===== src/rtl/ws_seq_pkg.sv =====
package ws_seq_pkg;
  typedef enum logic [1:0] {
    ACC_NONE  = 2'd0,
    ACC_MEMRD = 2'd1,
    ACC_MEMWR = 2'd2,
    ACC_IOWR  = 2'd3
  } acc_kind_e;
endpackage


===== src/rtl/ws_select.sv =====
module ws_select #(
  parameter int WS_W  = 2,
  parameter int CNT_W = WS_W + 1
) (
  input  logic             is_mem_i,
  input  logic             wr_i,
  input  logic             ram_sel_i,
  input  logic [WS_W-1:0]  mem_ws_i,
  input  logic [WS_W-1:0]  io_ws_i,
  output logic [CNT_W-1:0] waits_o,
  output ws_seq_pkg::acc_kind_e kind_o
);
  import ws_seq_pkg::*;

  logic [WS_W-1:0] base_ws;
  logic            ecc_extra;

  always_comb begin
    base_ws   = is_mem_i ? mem_ws_i : io_ws_i;
    // extra wait only for error-corrected RAM
    ecc_extra = is_mem_i & ram_sel_i;
    waits_o   = CNT_W'(base_ws) + CNT_W'(ecc_extra);
    if (is_mem_i)  kind_o = wr_i ? ACC_MEMWR : ACC_MEMRD;
    else if (wr_i) kind_o = ACC_IOWR;
    else           kind_o = ACC_NONE;
  end
endmodule


===== src/rtl/ws_counter.sv =====
module ws_counter #(
  parameter int CNT_W = 3
) (
  input  logic             clk_i,
  input  logic             rst_ni,
  input  logic             start_i,
  input  logic [CNT_W-1:0] waits_i,
  output logic             accept_o,
  output logic             busy_o,
  output logic             first_o,
  output logic             last_o
);
  logic [CNT_W-1:0] cnt_q;
  logic             busy_q, first_q;

  assign accept_o = start_i & ~busy_q;

  always_ff @(posedge clk_i or negedge rst_ni) begin
    if (!rst_ni) begin
      busy_q  <= 1'b0;
      first_q <= 1'b0;
      cnt_q   <= '0;
    end else begin
      first_q <= accept_o;
      if (accept_o) begin
        busy_q <= 1'b1;
        cnt_q  <= waits_i;
      end else if (busy_q) begin
        if (cnt_q == '0) busy_q <= 1'b0;
        else             cnt_q  <= cnt_q - 1'b1;
      end
    end
  end

  assign busy_o  = busy_q;
  assign first_o = first_q;
  assign last_o  = busy_q & (cnt_q == '0);

  // start during a cycle does not reload the counter
  a_r8_busy_ignores_start: assert property (@(posedge clk_i) disable iff (!rst_ni)
    (busy_q && cnt_q != '0) |=> (busy_q && cnt_q == $past(cnt_q) - 1'b1));

  // first cycle follows an accepted start
  a_r5_first_after_accept: assert property (@(posedge clk_i) disable iff (!rst_ni)
    accept_o |=> (first_q && busy_q));

  // ready-cycle ends the cycle
  a_r7_last_then_idle: assert property (@(posedge clk_i) disable iff (!rst_ni)
    last_o |=> !busy_q);
endmodule


===== src/rtl/ws_strobe_gen.sv =====
module ws_strobe_gen (
  input  logic                  clk_i,
  input  logic                  rst_ni,
  input  logic                  accept_i,
  input  ws_seq_pkg::acc_kind_e kind_i,
  input  logic                  busy_i,
  output logic                  mem_rd_no,
  output logic                  mem_wr_no,
  output logic                  io_wr_no
);
  import ws_seq_pkg::*;

  acc_kind_e kind_q;

  always_ff @(posedge clk_i or negedge rst_ni) begin
    if (!rst_ni)       kind_q <= ACC_NONE;
    else if (accept_i) kind_q <= kind_i;
  end

  assign mem_rd_no = ~(busy_i && kind_q == ACC_MEMRD);
  assign mem_wr_no = ~(busy_i && kind_q == ACC_MEMWR);
  assign io_wr_no  = ~(busy_i && kind_q == ACC_IOWR);

  // never more than one strobe
  a_r4_one_strobe: assert property (@(posedge clk_i) disable iff (!rst_ni)
    $onehot0({~mem_rd_no, ~mem_wr_no, ~io_wr_no}));
endmodule


===== src/rtl/ws_seq.sv =====
module ws_seq #(
  parameter int WS_W  = 2,
  localparam int CNT_W = WS_W + 1
) (
  input  logic            clk_i,
  input  logic            rst_ni,
  input  logic            start_i,
  input  logic            is_mem_i,
  input  logic            wr_i,
  input  logic            ram_sel_i,
  input  logic [WS_W-1:0] mem_ws_i,
  input  logic [WS_W-1:0] io_ws_i,
  output logic            cycle_start_o,
  output logic            mem_rd_no,
  output logic            mem_wr_no,
  output logic            io_wr_no,
  output logic            rdy_no
);
  import ws_seq_pkg::*;

  logic [CNT_W-1:0] waits;
  acc_kind_e        kind;
  logic             accept, busy, first, last;

  ws_select #(.WS_W(WS_W), .CNT_W(CNT_W)) u_sel (
    .is_mem_i (is_mem_i),
    .wr_i     (wr_i),
    .ram_sel_i(ram_sel_i),
    .mem_ws_i (mem_ws_i),
    .io_ws_i  (io_ws_i),
    .waits_o  (waits),
    .kind_o   (kind)
  );

  ws_counter #(.CNT_W(CNT_W)) u_cnt (
    .clk_i   (clk_i),
    .rst_ni  (rst_ni),
    .start_i (start_i),
    .waits_i (waits),
    .accept_o(accept),
    .busy_o  (busy),
    .first_o (first),
    .last_o  (last)
  );

  ws_strobe_gen u_stb (
    .clk_i    (clk_i),
    .rst_ni   (rst_ni),
    .accept_i (accept),
    .kind_i   (kind),
    .busy_i   (busy),
    .mem_rd_no(mem_rd_no),
    .mem_wr_no(mem_wr_no),
    .io_wr_no (io_wr_no)
  );

  assign cycle_start_o = first;
  assign rdy_no        = ~last;

  // ready lasts one clock
  a_r7_rdy_one_clk: assert property (@(posedge clk_i) disable iff (!rst_ni)
    !rdy_no |=> rdy_no);

  // strobe held until ready
  a_r6_rd_held: assert property (@(posedge clk_i) disable iff (!rst_ni)
    (!mem_rd_no && rdy_no) |=> !mem_rd_no);
  a_r6_wr_held: assert property (@(posedge clk_i) disable iff (!rst_ni)
    (!mem_wr_no && rdy_no) |=> !mem_wr_no);
  a_r6_io_held: assert property (@(posedge clk_i) disable iff (!rst_ni)
    (!io_wr_no && rdy_no) |=> !io_wr_no);

  // start pulse is one clock wide
  a_r5_start_pulse: assert property (@(posedge clk_i) disable iff (!rst_ni)
    cycle_start_o |=> !cycle_start_o);

  // strobes release after ready
  a_r6_release: assert property (@(posedge clk_i) disable iff (!rst_ni)
    !rdy_no |=> (mem_rd_no && mem_wr_no && io_wr_no));
endmodule


===== config.mk =====
export PLATFORM = sky130hd
export DESIGN_NAME = ws_seq
export DESIGN_NICKNAME = d
export VERILOG_FILES = /design/src/rtl/ws_seq_pkg.sv /design/src/rtl/ws_select.sv /design/src/rtl/ws_counter.sv /design/src/rtl/ws_strobe_gen.sv /design/src/rtl/ws_seq.sv
export SDC_FILE = /design/constraint.sdc
export NUM_CORES = 1
export LEC_CHECK = 0
export BUFFER_PORTS_ARGS = -buffer_cell sky130_fd_sc_hd__buf_2
export CAP_MARGIN = 0
export CORE_AREA = 2 2 39 41
export DETAILED_ROUTE_END_ITERATION = 10
export DIE_AREA = 0 0 41 43
export HOLD_SLACK_MARGIN = 0.02
export SYNTH_ARGS = -nofsm -noshare
export SYNTH_HDL_FRONTEND = slang
export SYNTH_HIERARCHICAL = 1
export SYNTH_SLANG_ARGS = --single-unit
export TNS_END_PERCENT = 50

===== constraint.sdc =====
create_clock -name clk_i -period 2.1 [get_ports clk_i]
set_input_delay 0.21 -clock clk_i [delete_from_list [all_inputs] [get_ports clk_i]]
set_output_delay 0.21 -clock clk_i [all_outputs]
set_load 0.02 [all_outputs]

# Yosys cells after proc, flatten, opt, wreduce, memory -nomap -nowiden
# Cells that the tools add are included.
# op_classes
eq_ne	4
n_addsub	2
mux	10
reduce_logical	6
bitwise	8
# op_table
op	count
$mux 3	3
$mux 2	4
$not 1->1	5
$eq 2x2->1 const B	2
$add 2x1->3	1
$and 1x1->1	3
$logic_and 1x1->1	3
$logic_not 3->1	1
$mux 1	3
$sub 3x1->3 const B	1
$eq 2x1->1 const B	1
$ne 2x1->1 const B	1
$reduce_and 2->1	1
$reduce_bool 2->1	1
# word_totals
wordCells	34
output_inout_bits	5
register_bits	7
input_bits	10

# Logic depth before layout (Yosys ltp)
# Gate-level depths: netlist (run 1).
# depth
depth_word	4
mapped_depth	5
mapped_depth_nobuf	5

# By module
# Netlist (run 1), hierarchy kept.
# by_module_without_submodules
module	cells_per_inst	n_inst	seq_area_each_um2	area_each_um2
ws_counter	25	1	125.1	290.3
ws_strobe_gen	7	1	50.0	92.6
ws_select	7	1	0.0	71.3
ws_seq	1	1	0.0	3.8

# Worst setup path after synthesis (run 1)
# Ideal clock, no wire load.
# synth_timing
kind	input to register
startpoint	input is_mem_i
endpoint	register u_cnt.cnt_q[1]
cell_stages	5
setup_time_ns	0.128
n_path_buf	0
required_time_ns	1.972
slack_ns	0.795
t_arrival_ns	1.176
path_cell_list	mux2_2 ha_1 ha_1 a21oi_1 o22ai_2
# synth_between
elab_chain_len	3
word_cells_on_any_way	4
cone_classes	1 x add/sub; 2 x mux; 1 x bitwise
# synth_lines
item	line	source
start, declared	ws_seq.sv:8	input logic is_mem_i,
$mux 2 or $and 1x1->1 (tied branches)	ws_select.sv:19, ws_select.sv:21	
$add 2x1->3 *	ws_select.sv:22	waits_o = CNT_W'(base_ws) + CNT_W'(ecc_extra);
via waits[1]	ws_seq.sv:21	logic [CNT_W-1:0] waits;
$mux 3 *	ws_counter.sv:25	if (accept_o) begin
end signal, assigned	ws_counter.sv:27	cnt_q <= waits_i;
end signal, assigned	ws_counter.sv:30	else cnt_q <= cnt_q - 1'b1;
end, declared	ws_counter.sv:13	logic [CNT_W-1:0] cnt_q;
# The timed path passes the listed nets; every way through them passes the cells marked *.
# A chain may end at the register's enable or synchronous reset.

# Worst setup path in the final report (run 1)
# layout_timing
startpoint	register u_cnt.cnt_q[0]
endpoint	output rdy_no
# layout_between
elab_chain_len	3
# layout_lines
item	line	source
$logic_not 3->1	ws_counter.sv:37	assign last_o = busy_q & (cnt_q == '0);
$and 1x1->1	ws_counter.sv:37	
via last	ws_seq.sv:23	logic accept, busy, first, last;
$not 1->1	ws_seq.sv:58	assign rdy_no = ~last;
end, declared	ws_seq.sv:17	output logic rdy_no
# The timed path passes the listed nets, and every way through them passes these cells.

==> summary.txt, run 1 <==
Detailed routing
  • Final WL: 808 um
  • First-pass DRT Iterations: 4
  • Iteration-0 DRC count of the detailed router: 10
  • DR WL/cell: 11.1 um
  • Drt drc: 0
  • DR vias/cell: 4.74
  • Antenna viol nets, final: 0
  • Vias: 346

Global routing
  • Grt ovf: 0
  • Pin count of the biggest net entering global routing: 12
  • First-pass GRT wire length: 1390 um
  • Vias in the first global route: 307
  • Gr usage total: 0.124
  • Antenna violations before repair: 0

Clock network
  • Post-CTS Hold Buffers: 1
  • Clk sinks: 7
  • Post-CTS Setup Repair Bufs: 0
  • CTS tree: yes
  • Clk_lat worst skew: 0.25 ns
  • Post-cts resize count: 0
  • Total CTS buffers: 3
  • Clock root buffer: clkbuf_4
  • CTS HTree Levels: 1
  • Worst-path clk slew: 0.05 ns
  • Worst-case clock buffer depth: 2

Timing
  • Slew Limit Fails: 0
  • Final hold viol count: 0
  • Final worst path period need: 1.57 ns
  • Max Clock Freq: 0.635 GHz
  • Worst Max-Slew Pin Slew: 0.361 ns
  • Final worst path period share: 0.750
  • Final setup vio count: 0
  • Worst Clk Skew: 0.00333 ns
  • Worst slew margin: 0.759
  • Final setup TNS: 0 ns
  • Unrepaired setup endpoints after global routing: false

Min path
  • HP Start: wr_i
  • Worst Hold End: u_stb/kind_q[1]$_DFFE_PN0P_
  • Hold depth: 2
  • Worst hold-check path type: in2reg

Layout
  • Area of the multi-input gates: 253 sq um
  • Sequential Area: 175 sq um
  • Filler cells: 145
  • N_diodes: 0
  • Fin nets: 72
  • Share of layout cells above drive strength 1: 0.456
  • Fin cells: 73
  • P&R area growth vs syn: 23.5%
  • Post-layout util: 0.409

Synth
  • Synth area leader: dfrtp_1
  • Mux cell area share after synthesis: 0.120
  • Post-synthesis compound-gate area fraction: 0.0874
  • Sequential fraction of the synthesis area: 0.383
  • Post-Synth Adder-Cell Area: 0.109
  • Synth top area cells: dfrtp_1 38%, ha_1 11%, mux2_2 9.8%
  • Post-Synth Simple-Gate Area: 0.197
  • Post-synth top area share: 0.383
  • Yosys warns: 6
  • Synth cell types: 22
  • Cells after synthesis: 40
  • Post-Syn Nets: 54
  • Largest family of logic cells by synthesized area: simple AND/OR/NAND/NOR gates
  • Netlist Area Pre-Place: 458 sq um
  • Syn avg cell area: 11.4 sq um
  • Synth Area in XOR/XNOR: 0.0383
  • Seq cells post-synth: 7

Floorplanning
  • Chip Height: 43 um
  • Effective utilization at floorplan: 0.331
  • Core ar.: 0.00138 sq mm
  • Io pins: 15
  • DIE WIDTH: 41 um
  • Die ar.: 0.00176 sq mm
  • Site Rows: 14

Power
  • Pwr Density: 1340 mW/mm^2
  • VDD IR max: 0.000638 V
  • P_leak: 0.272 nW

Placed design
  • Detailed Place HPWL: 631 um
  • Routability Congestion: 0.726
  • Buffers added on ports: 14
  • Inst Count DP: 68

Run status
  • Outcome: finished clean

Setup path
  • Worst R2R Start: u_cnt/busy_o$_DFF_PN0_
  • CP max FO: 3
  • Reg-to-reg slack, setup: 0.82 ns
  • Crit Path Category: reg2out
  • RR Endpoint: u_stb/kind_q[1]$_DFFE_PN0P_
  • Worst r2r path cells: 2
  • CP Capture Type: output pin
  • Critical path arrival: 1.36 ns
  • Crit path launch type: register
  • Critical path required time: 1.89 ns

Job
  • Max cap viols: 0
routing by layer:
metal / up-vias / global-route usage / share of wire / wire (um)
met2: 14 / 0.153 / 0.40 / 323
li1: 174 / - / - / -
met1: 154 / 0.174 / 0.50 / 402
met3: 4 / 0.0471 / 0.079 / 64
met5: - / 0 / 0 / 0
met4: 0 / 0.0800 / 0.022 / 18
cells in the final DEF (no fill, tap or decap):
cell / count
buf_2: 14
dfrtp_1: 7
ha_1: 4
mux2_2: 4
inv_1: 3
clkbuf_4: 3
nor2b_1: 3
a21oi_1: 2
nand3b_1: 2
clkbuf_1: 1
dlygate4sd3_1: 1
nor2b_2: 1
and3b_2: 1
nor2_1: 1
nor2_4: 1
o22ai_2: 1
mux2i_1: 1
nor4bb_1: 1
a221o_1: 1
xnor2_1: 1
a211oi_1: 1
xor2_1: 1
and2_2: 1
nand3_1: 1
power by group:
group | internal (mW) | switching (mW)
Clock | 0.0725 | 0.0490
Combinational | 0.191 | 0.193
Sequential | 0.197 | 0.0569
Total | 0.461 | 0.299
critical path, stage by stage (launching register included):
cell and delay, ns:
dfrtp_1 0.37, inv_1 0.11, ha_1 0.20, and3b_2 0.25, inv_1 0.05, buf_2 0.15
cells in the mapped netlist:
master and number:
o22ai_2 1, ha_1 4, nor2b_1 3, a21oi_1 2, nor2_4 1, nor4bb_1 1, a221o_1 1, buf_4 1
inv_1 3, buf_6 1, and3b_2 1, and2_2 1, mux2i_1 1, a211oi_1 1, nand3b_1 2, dfrtp_1 7
nand3_1 1, nor2_1 1, xor2_1 1, mux2_2 4, nor2b_2 1, xnor2_1 1
through the flow:
stage,hold WS (ns),total power [mW],instance area [sq um],setup slack (ns)
2_1_floorplan,-0.0856,0.564,458,0.795
3_3_place_gp,0.0535,0.632,529,0.603
3_5_place_dp,0.0563,0.640,529,0.593
4_1_cts,0.223,0.766,566,0.515
5_1_grt,0.226,0.834,566,0.444
6_report,0.226,0.760,566,0.526
final cells by class:
cell class / count / area share
sequential: 7 / 0.310
tap: 16 / 0.0354
timing repair buffer: 15 / 0.142
clock buffer: 4 / 0.0465
inverter: 3 / 0.0199
multi-input combinational: 28 / 0.447
kinds of logic after synthesis:
kind of cell | count (synthesis)
buffers and inverters | 5
DFF | 7
muxes | 5
AOI/OAI and AO/OA | 5
xor gates and xnor gates | 2
adders and majority gates | 4
and+or+nand+nor | 12
worst max-delay path by stage:
stage	start	end	cells after the start
finish	u_cnt/cnt_q[0]$_DFFE_PN0P_	rdy_no	5
global route	u_cnt/cnt_q[0]$_DFFE_PN0P_	rdy_no	5
CTS	u_cnt/cnt_q[0]$_DFFE_PN0P_	rdy_no	5
detailed placement	is_mem_i	u_cnt/cnt_q[1]$_DFFE_PN0P_	6
global placement	is_mem_i	u_cnt/cnt_q[1]$_DFFE_PN0P_	6
floorplan	is_mem_i	u_cnt/cnt_q[1]$_DFFE_PN0P_	5
sequential cells by signal (all words and copies together) (netlist names):
signal         cells
u_cnt/cnt_q        3
u_cnt/busy_o       1
u_stb/kind_q       2
u_cnt/first_o      1
(Power assumes the default switching activity.)
==> run 2: changes to the inputs <==
==> constraint.sdc (replaced) <==
create_clock -name clk_i -period 1.25 [get_ports clk_i]
set_input_delay 0.125 -clock clk_i [delete_from_list [all_inputs] [get_ports clk_i]]
set_output_delay 0.125 -clock clk_i [all_outputs]
set_load 0.02 [all_outputs]
==> run 2 against run 1 <==
The flow now finishes with violations (setup timing); count of clock-buffer cells in the layout stayed put; non-clock buffer count grew 6; first-iteration DRC count fell by 80%; global-route usage up 0.29 points; register-to-register slack worse by 0.80 ns; flip-flop and latch count unchanged; combinational power up 130%; worst hold slack lost 0.090 ns; cell count is 8.2% higher; via count grew 4.3%; critical path type unchanged; largest cell class unchanged; largest power group unchanged.
==> summary.txt, run 2 (synthesized netlist as in run 1, its figures left out) <==
Run status
  • Outcome: finished with violations
  • Failing checks: setup timing

Floorplanning
  • Chip Height: 43 um (unchanged)
  • Io pins: 15 (unchanged)
  • Die ar.: 0.00176 sq mm (unchanged)
  • DIE WIDTH: 41 um (unchanged)
  • Effective utilization at floorplan: 0.331 (unchanged)
  • Core ar.: 0.00138 sq mm (unchanged)
  • Site Rows: 14 (unchanged)

Layout
  • N_diodes: 0 (unchanged)
  • Biggest register: u_cnt/cnt_q
  • Fin nets: 78 (+8.3%)
  • Post-layout util: 0.461 (+0.0524)
  • Share of layout cells above drive strength 1: 0.603 (+0.147)
  • Max reg flops: 3 (unchanged)
  • P&R area growth vs syn: 39.3%
  • Top Registers: u_cnt/cnt_q (3), u_stb/kind_q (2)
  • Filler cells: 136 (-6.2%)
  • Fin cells: 79 (+8.2%)
  • Commonest cells after routing, fill and taps aside: 11 x buf_2, 8 x buf_4, 6 x dfrtp_1, 4 x mux2_2
  • Most common cell after layout, fill and taps aside: buf_2

Detailed routing
  • Iteration-0 DRC count of the detailed router: 2 (-8)
  • Vias: 361 (+4.3%)
  • Final WL: 922 um (+14%)
  • DR vias/cell: 4.57 (-3.6%)
  • Drt drc: 0 (unchanged)
  • First-pass DRT Iterations: 4 (unchanged)
  • DR WL/cell: 11.7 um (+5.4%)
  • Antenna viol nets, final: 0 (unchanged)

Min path
  • HP Start: wr_i
  • Worst hold-check path type: in2reg

Setup path
  • Crit Path Category: reg2out
  • Worst R2R Start: u_cnt/cnt_q[0]$_DFFE_PN0P_
  • Critical path required time: 1.12 ns (-0.77 ns)
  • Critical path origin: u_cnt/cnt_q[0]$_DFFE_PN0P_
  • RR Endpoint: u_cnt/cnt_q[1]$_DFFE_PN0P_
  • Critical path arrival: 1.21 ns (-0.15 ns)
  • Reg-to-reg slack, setup: 0.02 ns (-0.80 ns)
  • CP max FO: 3 (unchanged)
  • CP Capture Type: output pin
  • Worst r2r path cells: 6 (+4)
  • Crit path launch type: register
  • Critical Path Sink: rdy_no

Timing
  • Final worst path period share: 1.07
  • Slew Limit Fails: 0 (unchanged)
  • Final hold viol count: 0 (unchanged)
  • Worst slew margin: 0.838 (+0.0791)
  • Final worst path period need: 1.33 ns
  • Unrepaired setup endpoints after global routing: true
  • Final setup vio count: 1 (+1)
  • Max Clock Freq: 0.750 GHz
  • Worst Max-Slew Pin Slew: 0.242 ns (-0.120 ns)
  • Worst setup margin: -0.0827 ns (-0.608 ns)
  • WHS: 0.136 ns (-0.0898 ns)
  • Worst Clk Skew: 0.00170 ns (-0.00163 ns)

Clock network
  • CTS tree: yes
  • Clock root buffer: clkbuf_4
  • CTS HTree Levels: 1 (unchanged)
  • Total CTS buffers: 3 (unchanged)
  • Clk sinks: 7 (unchanged)
  • Worst-case clock buffer depth: 2 (unchanged)
  • Worst-path clk slew: 0.05 ns (about the same)
  • Clk_lat worst skew: 0.25 ns (about the same)

Power
  • Pwr Density: 2350 mW/mm^2 (+75%)
  • VDD IR max: 0.000989 V (+55%)
  • P_leak: 0.303 nW (+11%)
  • Overall power: 1.50 mW (+97%)

Job
  • Max cap viols: 0 (unchanged)

Global routing
  • Antenna violations before repair: 0 (unchanged)
  • Vias in the first global route: 340 (+11%)
  • Gr usage total: 0.127 (+0.00290)
  • Pin count of the biggest net entering global routing: 8 (-4)
  • Grt ovf: 0 (unchanged)
  • First-pass GRT wire length: 1440 um (+4.0%)

Placed design
  • Buffers added on ports: 14 (unchanged)
  • Routability Congestion: 0.734 (+1.1%)
  • Inst Count DP: 71 (+4.4%)
-- run 2: cell types whose count changed in the layout (fill, tap and decap cells not counted) --
cell and delta:
buf_4 +8, buf_2 -3, inv_1 -3, inv_2 +3, ha_1 -2, buf_6 +1
dfrtp_1 -1, dfrtp_2 +1, ha_2 +1, ha_4 +1
-- run 2: metrics by stage --
step           setup WS (ns)  TNS [ns]  cell area [sq um]
3_3_place_gp          -0.114    -0.212                552
3_5_place_dp          -0.129    -0.232                552
5_1_grt               -0.134    -0.185                638
4_1_cts              -0.0852   -0.0852                632
6_report             -0.0827   -0.0827                638
2_1_floorplan         0.0303         0                458
-- run 2: per-layer routing --
metal  global-route usage  routed length, um  up-vias
met3               0.0628                 58        0
met1                0.147                418      165
li1                     -                  -      186
met4               0.0400                  0        0
met5                    0                  0        -
met2                0.197                446       10
-- run 2: report_power, final --
group	total, mW	switching [mW]	internal, mW
Sequential	0.415	0.0797	0.335
Clock	0.210	0.0878	0.122
Combinational	0.872	0.402	0.470
-- run 2: worst min path at each step --
stage | to | cells after the start
after floorplan | u_cnt/busy_o$_DFF_PN0_ | 0
after global placement | u_stb/kind_q[0]$_DFFE_PN0P_ | 1
after detailed placement | u_stb/kind_q[0]$_DFFE_PN0P_ | 1
after CTS | u_stb/kind_q[1]$_DFFE_PN0P_ | 2
after global routing | u_stb/kind_q[1]$_DFFE_PN0P_ | 2
final | u_stb/kind_q[1]$_DFFE_PN0P_ | 2
-- run 2: cell type report --
type	instances	area, sq um	share of cell area
Multi-Input combinational cell	28	268	0.420
Sequential cell	7	176	0.276
Inverter	3	11.3	0.0176
Tap cell	16	20.0	0.0314
Timing Repair Buffer	21	136	0.214
Clock buffer	4	26.3	0.0412
-- run 2: worst max-delay path, stage by stage (launching register included) --
cell and delay (ns):
dfrtp_1 0.38, inv_2 0.08, ha_4 0.13, and3b_2 0.21
inv_2 0.04, buf_6 0.12
-- run 2: what timing repair did --
item | 4_1_cts | 5_1_grt
resized for setup | 8 | 3
hold buffers | 1 | 0
endpoints found under the setup margin | 1 | 6
hold endpoints to repair | 7 | 0
pin swaps | 1 | 1
setup buffers | 3 | 0
